<file path="src/rtl/updn_pkg.sv">
package updn_pkg;

  localparam int unsigned TAPS_DEFAULT = 32;
  localparam int unsigned SYNC_DEFAULT = 2;

  typedef enum logic {
    MODE_DN = 1'b0,
    MODE_UP = 1'b1
  } mode_e;

  // Next position for one step in the given direction, clamped to 0..last.
  function automatic int unsigned sat_next(input int unsigned pos,
                                           input logic up,
                                           input int unsigned last);
    int unsigned r;
    if (up) r = (pos >= last) ? last : pos + 1;
    else    r = (pos == 0) ? 0 : pos - 1;
    return r;
  endfunction

  // Reset position: the middle tap.
  function automatic int unsigned mid_tap(input int unsigned taps);
    return taps / 2;
  endfunction

endpackage

</file>
<file path="src/rtl/updn_sync.sv">
module updn_sync #(
  parameter int unsigned WIDTH  = 1,
  parameter int unsigned STAGES = 2,
  parameter logic [WIDTH-1:0] RST_VAL = '0
) (
  input  logic             clk,
  input  logic             rst_n,
  input  logic [WIDTH-1:0] d,
  output logic [WIDTH-1:0] q
);
  logic [STAGES-1:0][WIDTH-1:0] chain;

  always_ff @(posedge clk or negedge rst_n) begin
    if (!rst_n) chain[0] <= RST_VAL;
    else        chain[0] <= d;
  end

  generate
    for (genvar s = 1; s < STAGES; s++) begin : g_stage
      always_ff @(posedge clk or negedge rst_n) begin
        if (!rst_n) chain[s] <= RST_VAL;
        else        chain[s] <= chain[s-1];
      end
    end
  endgenerate

  assign q = chain[STAGES-1];
endmodule

</file>
<file path="src/rtl/updn_edge_ctrl.sv">
module updn_edge_ctrl
  import updn_pkg::*;
(
  input  logic  clk,
  input  logic  rst_n,
  input  logic  sel_s,
  input  logic  ud_s,
  output logic  sel_active,
  output logic  sel_fall,
  output logic  ud_rise,
  output logic  step_req,
  output mode_e mode
);
  logic sel_d;
  logic ud_d;

  always_ff @(posedge clk or negedge rst_n) begin
    if (!rst_n) begin
      sel_d <= 1'b1;
      ud_d  <= 1'b0;
    end else begin
      sel_d <= sel_s;
      ud_d  <= ud_s;
    end
  end

  assign sel_fall   = sel_d & ~sel_s;
  assign ud_rise    = ~ud_d & ud_s;
  assign sel_active = ~sel_s;
  // A step needs a session that was already open in the previous clock.
  assign step_req   = ~sel_s & ~sel_d & ud_rise;

  // The direction comes from the level before the edge, so a rise of up/down
  // in the same clock as the select fall does not set count-up.
  always_ff @(posedge clk or negedge rst_n) begin
    if (!rst_n)        mode <= MODE_UP;
    else if (sel_fall) mode <= ud_d ? MODE_UP : MODE_DN;
  end
endmodule

</file>
<file path="src/rtl/updn_pos_reg.sv">
module updn_pos_reg
  import updn_pkg::*;
#(
  parameter int unsigned TAPS  = TAPS_DEFAULT,
  localparam int unsigned TAP_W = $clog2(TAPS)
) (
  input  logic             clk,
  input  logic             rst_n,
  input  logic             step_req,
  input  mode_e            mode,
  output logic [TAP_W-1:0] pos,
  output logic             step_pulse
);
  localparam int unsigned LAST = TAPS - 1;
  localparam logic [TAP_W-1:0] MID = TAP_W'(mid_tap(TAPS));

  logic [TAP_W-1:0] next_pos;
  logic             moves;

  assign next_pos = TAP_W'(sat_next(32'(pos), mode == MODE_UP, LAST));
  assign moves    = step_req && (next_pos != pos);

  always_ff @(posedge clk or negedge rst_n) begin
    if (!rst_n) begin
      pos        <= MID;
      step_pulse <= 1'b0;
    end else begin
      step_pulse <= moves;
      if (moves) pos <= next_pos;
    end
  end
endmodule

</file>
<file path="src/rtl/updn_tap_decode.sv">
module updn_tap_decode #(
  parameter int unsigned TAPS  = 32,
  localparam int unsigned TAP_W = $clog2(TAPS)
) (
  input  logic [TAP_W-1:0] code,
  output logic [TAPS-1:0]  onehot
);
  generate
    for (genvar i = 0; i < TAPS; i++) begin : g_line
      assign onehot[i] = (code == TAP_W'(i));
    end
  endgenerate
endmodule

</file>
<file path="src/rtl/tap_step_ctrl.sv">
module tap_step_ctrl
  import updn_pkg::*;
#(
  parameter int unsigned TAPS   = TAPS_DEFAULT,
  parameter int unsigned STAGES = SYNC_DEFAULT,
  localparam int unsigned TAP_W = $clog2(TAPS)
) (
  input  logic             clk,
  input  logic             rst_n,
  input  logic             sel_n,
  input  logic             updn,
  output logic [TAP_W-1:0] tap_code,
  output logic [TAPS-1:0]  tap_onehot,
  output logic             step_pulse
);
  logic  sel_s;
  logic  ud_s;
  logic  sel_active;
  logic  sel_fall;
  logic  ud_rise;
  logic  step_req;
  mode_e mode;
  logic  mode_up;

  updn_sync #(.WIDTH(1), .STAGES(STAGES), .RST_VAL(1'b1)) u_sync_sel (
    .clk(clk), .rst_n(rst_n), .d(sel_n), .q(sel_s)
  );

  updn_sync #(.WIDTH(1), .STAGES(STAGES), .RST_VAL(1'b0)) u_sync_ud (
    .clk(clk), .rst_n(rst_n), .d(updn), .q(ud_s)
  );

  updn_edge_ctrl u_edge (
    .clk(clk), .rst_n(rst_n), .sel_s(sel_s), .ud_s(ud_s),
    .sel_active(sel_active), .sel_fall(sel_fall), .ud_rise(ud_rise),
    .step_req(step_req), .mode(mode)
  );

  assign mode_up = (mode == MODE_UP);

  updn_pos_reg #(.TAPS(TAPS)) u_pos (
    .clk(clk), .rst_n(rst_n), .step_req(step_req), .mode(mode),
    .pos(tap_code), .step_pulse(step_pulse)
  );

  updn_tap_decode #(.TAPS(TAPS)) u_dec (
    .code(tap_code), .onehot(tap_onehot)
  );
endmodule

</file>
<file path="config.mk">
export PLATFORM = sky130hd
export DESIGN_NAME = tap_step_ctrl
export DESIGN_NICKNAME = d
export VERILOG_FILES = /design/src/rtl/updn_pkg.sv /design/src/rtl/updn_sync.sv /design/src/rtl/updn_edge_ctrl.sv /design/src/rtl/updn_pos_reg.sv /design/src/rtl/updn_tap_decode.sv /design/src/rtl/tap_step_ctrl.sv
export SDC_FILE = /design/constraint.sdc
export NUM_CORES = 1
export LEC_CHECK = 0
export ABC_CLOCK_PERIOD_IN_PS = 3370
export BUFFER_PORTS_ARGS = -buffer_cell sky130_fd_sc_hd__buf_2
export CORE_ASPECT_RATIO = 0.7
export CORE_MARGIN = 2
export CORE_UTILIZATION = 50
export CTS_BUF_LIST = sky130_fd_sc_hd__clkbuf_8
export DETAILED_ROUTE_END_ITERATION = 6
export PLACE_DENSITY_LB_ADDON = 0.25
export SYNTH_ARGS = -nofsm -noshare
export SYNTH_HDL_FRONTEND = slang
export SYNTH_HIERARCHICAL = 1
export SYNTH_SLANG_ARGS = --single-unit
</file>
<file path="constraint.sdc">
create_clock -name clk -period 3.37 [get_ports clk]
set_input_delay 0.5055 -clock clk [delete_from_list [all_inputs] [get_ports clk]]
set_output_delay 0.5055 -clock clk [all_outputs]
set_load 0.02 [all_outputs]
</file>
==> impl.org, run 1 <==
** Status
- Run status :: completed

** Timing
- RSZ-0062 raised after global routing :: no
- Worst setup margin :: approximately 830 ps
- At the pin with the least slew margin, the transition time is 576 ps.
- Finish-stage setup viols :: 0
- Based on the critical path, the design can be clocked at up to ~390 MHz.
- Setup total negative slack on the finished layout was measured at 0 ps.
- Rel. slew slack :: approximately three fifths
- Final max-slew violation count :: 0
- The worst path in the final design needs a cycle of approximately 2500 ps, including I/O delays and setup.
- The count of endpoints failing hold in the final timing report is 0.
- Across the routed clock network, the largest skew measured is 6.82 ps.
- After layout, the worst path uses between 70 and 80% of the clock period.

** Worst setup path
- Highest cell delay on the worst timing path :: 700 ps
- Broken down by cell family, the worst path's largest delay share belongs to simple AND/OR/NAND/NOR gates.
- STA classifies the critical path endpoint as a register.
- Critical path class :: register to register
- Type of element launching the critical path :: register
- The critical path crosses 8 cells after its start point.
- Buffers plus inverters on the worst setup path :: 0
- For the worst setup path, the data arrival time is around 2700 ps.
- Worst path required time :: between 3000 and 4000 ps
- Worst-path cell with the longest stage delay :: dfrtp_1
- Traced cell by cell, the critical path runs through ha_1 > and3_1 > ha_1 > a2111oi_4 > or3_4 > a41oi_4 > and3_1 > a21oi_2.
- Highest fanout seen on the critical path :: 19
- Register-to-Register Path Depth :: 8

** GRT
- The number of antenna violations at the first check in global routing came to 0.
- Global routing used between 20% and 30% of the available tracks.
- Number of global-route vias before repair :: between 900 and 1k
- Global routing finished with a remaining overflow of 0.
- The first global-routing pass estimated approximately 4400 µm of wire.
- Entering global routing, the biggest net connects 20 pins.

** Clock network
- TritonCTS built the clock tree.
- In this run, post-CTS repair resized a total of 0 instances.
- Buffers inserted during clock tree synthesis total 3.
- Buffers inserted during post-CTS setup optimization :: 0
- Clock-pin slew was measured on the worst setup and hold paths at 60 ps.
- Clk Latency, worst-skew pair :: 240 ps
- Hold-fix buffers at CTS :: 0
- Clk root buf :: clkbuf_8
- CTS built an H-tree with a depth of 1.
- Counting every sink on the clock net gives 13.
- The clock passes through at most 2 buffers.

** Synthesis
- Total standard cell area after synthesis :: around 1100 µm²
- A synthesized cell averages around 8.3 µm².
- Synth Net Count :: between 100 and 150
- Number of standard cells after synthesis :: 129
- Yosys warnings :: 6

** Layout
- Seq. cell area :: between 300 and 400 µm²
- The post-route netlist has 40.7% of its cells at a drive strength greater than 1.
- Area Growth Syn to Fin :: 22.3%
- 0 antenna diodes ended up in the layout.
- The filler cells instantiated in the layout total 151.
- Total area of multi-input combinational cells :: approximately 670 µm²
- For this run, the post-layout net count is approximately 180.
- The finished layout holds between 150 and 200 standard cells, fillers aside.
- Final design instance area without fill :: around 1300 µm²

** Route
- Number of design rule violations left after detail routing :: 0
- Wire per inst :: around 15 µm
- The detail route stage leaves a number of antenna-violating nets equal to 0.
- Drt total wl :: between 2000 and 3000 µm
- Before antenna repair, the detailed router went through 5 iterations.
- Violation count after the first detailed-routing iteration :: 117
- Number of vias in the routed layout :: roughly 1.1k
- Vias per std cell :: 5.92

** Power and ir drop
- In this run the power density over the cells is between 700 and 800 nW/µm².
- Overall power consumption after layout is estimated at roughly 970 µW.
- Proportion of power drawn by the clock network :: between 10% and 20%
- Power share of the sequential group :: slightly above 30%
- Net switching is 50.2% of the power.
- Internal power summed over all cells :: 484 µW
- Combinational logic burns ~55% of the power.
- In this run the static leakage power is 0.666 nW.
- Worst vdd ir :: between 0.4 and 0.5 mV
- The analysis attributes to net switching a power of 488 µW.

** Placed design
- RD Place Congestion :: 0.896
- Once placement completed, the tool counted placed cells totaling 185.
- Cell Area, Placed :: around 1300 µm²
- Once detailed placement completed, the half-perimeter wirelength came to 2140 µm.
- Buffers added on ports :: slightly above 40
- Worst slack at placement :: between 800 and 900 ps

** Hold path
- Type of the most critical hold path :: input pin to asynchronous set/reset pin

** Run
- The tool flagged a number of max-cap violations equal to 0.

** Die
- Row generation in the floorplan step produced 13 rows.
- Measured along the y axis, the die boundary spans 42.7 µm.
- Die outline area :: 2530 µm²
- For this design the top-level I/O count stands at 42.
- From left edge to right edge, the die measures 59.3 µm.
- Core area :: 1940 µm²
- For this configuration, the core starts out at a cell density of a little under three fifths.
-- layer usage --
metal  vias to the layer above  part of all wire (%)  routed length [µm]  track usage (%)
li1                        524                     -                   -                -
met3                         6                   9.7                 276             4.57
met2                        70                    43                1230             32.7
met5                         -                     0                   0                0
met4                         0                  0.95                  27             5.45
met1                       518                    46                1320             35.2
-- power by group through the flow --
| stage | logic (mW) | registers [mW] | clock network, mW |
|---|---|---|---|
| floorplan | 0.448 | 0.260 | 0 |
| global placement | 0.528 | 0.291 | 0 |
| detailed placement | 0.527 | 0.299 | 0 |
| CTS | 0.532 | 0.297 | 0.137 |
| global route | 0.578 | 0.309 | 0.143 |
| finish | 0.538 | 0.300 | 0.134 |
-- stage by stage --
step                hold slack, ps  utilization (%)
floorplan                      210                -
CTS                            137             67.6
detailed placement             344             65.3
global placement               333             65.3
finish                         135             67.6
global route                   157             67.6
-- worst register-to-register path: cells and delay by family, from the launching register on --
kind                     cells  cell delay [ps]
flip-flops                   1              700
AO/OA/AOI/OAI                3              330
adder cells (fa/ha/maj)      2              590
AND/OR/NAND/NOR              3              810
-- sequential cells by signal, indices dropped and copies added (netlist names) --
name,count
u_pos/step_pulse,1
u_edge/sel_d,1
u_edge/ud_d,1
u_edge/mode,1
u_sync_sel/q,1
u_pos/pos,5
u_sync_ud/chain,1
u_sync_sel/chain,1
u_sync_ud/q,1
-- cell usage in the layout (no fill, tap or decap), types with 4 or more instances in the layout --
| cell | count |
|---|---|
| buf_2 | 41 |
| dfstp_2 | 5 |
| nand2_1 | 4 |
| o21ai_0 | 8 |
| inv_1 | 8 |
| dfrtp_1 | 8 |
| nor2_1 | 34 |
-- cell type report --
class | instances | share of cell area [%]
Clock inverter | 1 | 0.287
Timing Repair Buffer | 42 | 16.3
Sequential cell | 13 | 25.3
Clock buffer | 3 | 3.15
Multi-Input combinational cell | 101 | 50.9
Inverter | 7 | 2.01
Tap cell | 22 | 2.10
-- path summary, 6_finish.rpt --
| kind | start | to | slack [ps] |
|---|---|---|---|
| worst max-delay path | u_pos/pos[1] | u_pos/pos[0] | 830 |
| worst min-delay path | rst_n | u_edge/ud_d | 140 |
| worst max register to register | u_pos/pos[1] | u_pos/pos[0] | 830 |
| worst min register to register | u_sync_ud/chain[0] | u_sync_ud/q | 350 |
| max in group asynchronous | rst_n | u_sync_sel/chain[0] | 2950 |
| min in group clk | u_sync_ud/chain[0] | u_sync_ud/q | 350 |
No activity file was read; power rests on OpenSTA's default activity.
==> run 2, diff against run 1 <==
--- a/config.mk
+++ b/config.mk
@@ -5,7 +5,7 @@
 export SDC_FILE = /design/constraint.sdc
 export NUM_CORES = 1
 export LEC_CHECK = 0
-export ABC_CLOCK_PERIOD_IN_PS = 3370
+export ABC_CLOCK_PERIOD_IN_PS = 2400
 export BUFFER_PORTS_ARGS = -buffer_cell sky130_fd_sc_hd__buf_2
 export CORE_ASPECT_RATIO = 0.7
 export CORE_MARGIN = 2
==> constraint.sdc (replaced) <==
create_clock -name clk -period 2.4 [get_ports clk]
set_input_delay 0.36 -clock clk [delete_from_list [all_inputs] [get_ports clk]]
set_output_delay 0.36 -clock clk [all_outputs]
set_load 0.02 [all_outputs]
==> impl.org, run 2 (synthesis gave the netlist of run 1 again) <==
** Clock network
- Clock slew at the register clock pins of the worst setup and hold paths :: 50 ps (about the same)
- The post-CTS repair timing setup buffer count came to 0 (unchanged).
- The maximum root-to-sink buffer count came to 2 (unchanged).
- H-Tree Level Count :: 1 (unchanged)
- CTS buffer count :: 3 (unchanged)
- Sinks on Clock Net :: 13 (unchanged)
- Clock tree from TritonCTS :: built
- Clk root buf :: clkbuf_8
- Clk Latency, worst-skew pair :: 240 ps (about the same)
- The post-cts hold buffer count is 0 (unchanged).

** Route
- Number of design rule violations left after detail routing :: 0 (unchanged)
- The via count was 1136 (+1.6%).
- Drt pass-1 iters :: 4 (-1)
- Antenna-violating nets left :: 0 (unchanged)
- The DRC violation total after the first TritonRoute iteration came to 77 (-34%).
- The routed length per instance is 15.7 µm (+4.2%).
- Drt total wl :: 3040 µm (+6.5%)
- Vias per std cell :: 5.89 (-0.50%)

** Hold path
- The min-delay analysis places its worst path in the category input pin to asynchronous set/reset pin.

** Layout
- Counting flops per register, the top entry is u_pos/pos.
- Count of nets after finishing :: 179 (+2.3%)
- The total inserted antenna cells is 0 (unchanged).
- The number of flip-flops in the largest register came to 5 (unchanged).
- Most common cell after layout, fill and taps aside :: buf_2
- Layout cells sized above 1 :: 42.1% (+1.4 points)
- Highest-count cells in the layout ignoring fill and taps :: buf_2, nor2_1, inv_1, dfrtp_1, o21ai_0
- Relative to the synthesized area, the layout overhead comes to 25.1%.

** Worst setup path
- STA classifies the critical path endpoint as a register.
- Highest fanout seen on the critical path :: 6 (-13)
- Type of element launching the critical path :: register
- The worst reg-to-reg setup slack came to 120 ps (-720 ps).
- Endpoint of the most critical register-to-register path :: u_pos/pos[0]
- The required time of the critical path is 2570 ps (-920 ps).
- Critical path class :: register to register
- Data arrival time of the worst path :: 2450 ps (-210 ps)
- Beginning of the worst register-to-register path :: u_pos/pos[0]
- Register-to-Register Path Depth :: 9 (+1)

** GRT
- The number of global-route vias before repair came to 985 (+7.9%).
- The largest net degree at the start of global routing is 18 (-10%).
- Global-route wire length before repair :: 4820 µm (+8.7%)
- The total congestion overflow is 0 (unchanged).
- The total global routing track utilization was 25.5% (+2.5 points).
- The number of antenna violations at the first check in global routing came to 0 (unchanged).

** Timing
- The final critical-path setup slack came to 116 ps (-716 ps).
- Final max-slew violation count :: 0 (unchanged)
- The highest clock rate was 438 MHz (+11%).
- Slew of the pin with the lowest slew margin :: 373 ps (-203 ps)
- The count of endpoints failing hold in the final timing report is 6 (+6).
- Final critical delay including setup and external delays :: 2280 ps (-254 ps)
- The worst-case hold slack was -3.26 ps (-139 ps).
- The setup total negative slack is 0 ps (unchanged).
- Portion of the clock cycle consumed by the worst path in the final layout :: 95.1% (+20 points)
- RSZ-0062 raised after global routing :: no
- Clock skew after layout :: 1.42 ps (-5.39 ps)
- The final number of setup-violating endpoints is 0 (unchanged).
- Rel. slew slack :: 74.9% (+13 points)

** Power and ir drop
- Leakage power :: 0.686 nW (+3.0%)
- The cell area power density is 1060 nW/µm² (+42%).
- The highest ir drop seen on vdd was 0.627 mV (+44%).

** Status
- The flow ran to the end, but the final reports show violations.
- The final reports fail on negative hold slack.

** Placed design
- The HPWL after detailed placement is 2300 µm (+7.5%).
- The setup slack at placement is 182 ps (-708 ps).
- Buffers added on ports :: 41 (unchanged)
- The weighted congestion at the end of routability-driven global placement was 0.902 (+0.73%).

** Die
- Core area :: 1940 µm² (unchanged)
- Floorplan row count :: 13 (unchanged)
- The starting density of the core was 55.3% (unchanged).
- The x dimension of the die is 59.3 µm (unchanged).
- The overall die area is 2530 µm² (unchanged).
- Die Y-Extent :: 42.7 µm (unchanged)
- The I/O pin count was 42 (unchanged).

** Run
- The number of violations of the max-capacitance limit was 0 (unchanged).
## run 2: cell count changes in the layout (fill, tap and decap cells not counted)
cell,delta
buf_4,+4
o21ai_0,-1
o21ai_1,+1
## run 2: critical path, cell delays in order (launching register included)
cell,delay (ps)
dfrtp_1,440
ha_1,250
and3_1,190
ha_1,270
a31o_2,250
nand3_1,90
o2111a_2,250
a41oi_4,160
and3_1,210
a21oi_2,100
## run 2: stage by stage
stage	instance area [µm²]	util [%]	cells	power, mW
floorplan	1070	-	129	0.994
global placement	1290	66.8	189	1.19
detailed placement	1290	66.8	189	1.21
CTS	1340	69.2	193	1.41
global route	1340	69.2	193	1.50
finish	1340	69.2	193	1.41
## run 2: layer usage
layer  global-route usage [%]  wire length (µm)
met2                     38.9              1410
met4                     6.82                44
met1                     36.6              1320
met3                     4.88               269
met5                        0                 0
## run 2: where the power goes
group | total (mW) | leakage (nW) | switching (mW) | internal (mW)
logic | 0.897 | 0.508 | 0.551 | 0.346
clock network | 0.185 | 0.0269 | 0.0721 | 0.113
registers | 0.332 | 0.152 | 0.0704 | 0.262
total | 1.41 | 0.686 | 0.694 | 0.720
## run 2: timing repair
action	CTS	global route
endpoints found under the hold margin	0	0
resized for setup	0	1
setup endpoints to repair	0	2
## run 2: area by class of cell
class / instances / area (µm²)
multi-input combinational: 101 / 666
fill: 160 / 597
sequential: 13 / 332
timing repair buffer: 46 / 243
clock buffer: 3 / 41.3
tap: 22 / 27.5
inverter: 7 / 26.3
clock inverter: 1 / 3.75
## run 2: worst max-delay path by stage
stage / from / end / slack [ps]
finish: u_pos/pos[0] / u_pos/pos[0] / 120
global route: u_pos/pos[0] / u_pos/pos[0] / 20
CTS: u_pos/pos[0] / u_pos/pos[0] / 160
detailed placement: u_pos/pos[0] / u_pos/pos[0] / 180
global placement: u_pos/pos[0] / u_pos/pos[0] / 290
floorplan: u_pos/pos[1] / u_pos/pos[0] / 190
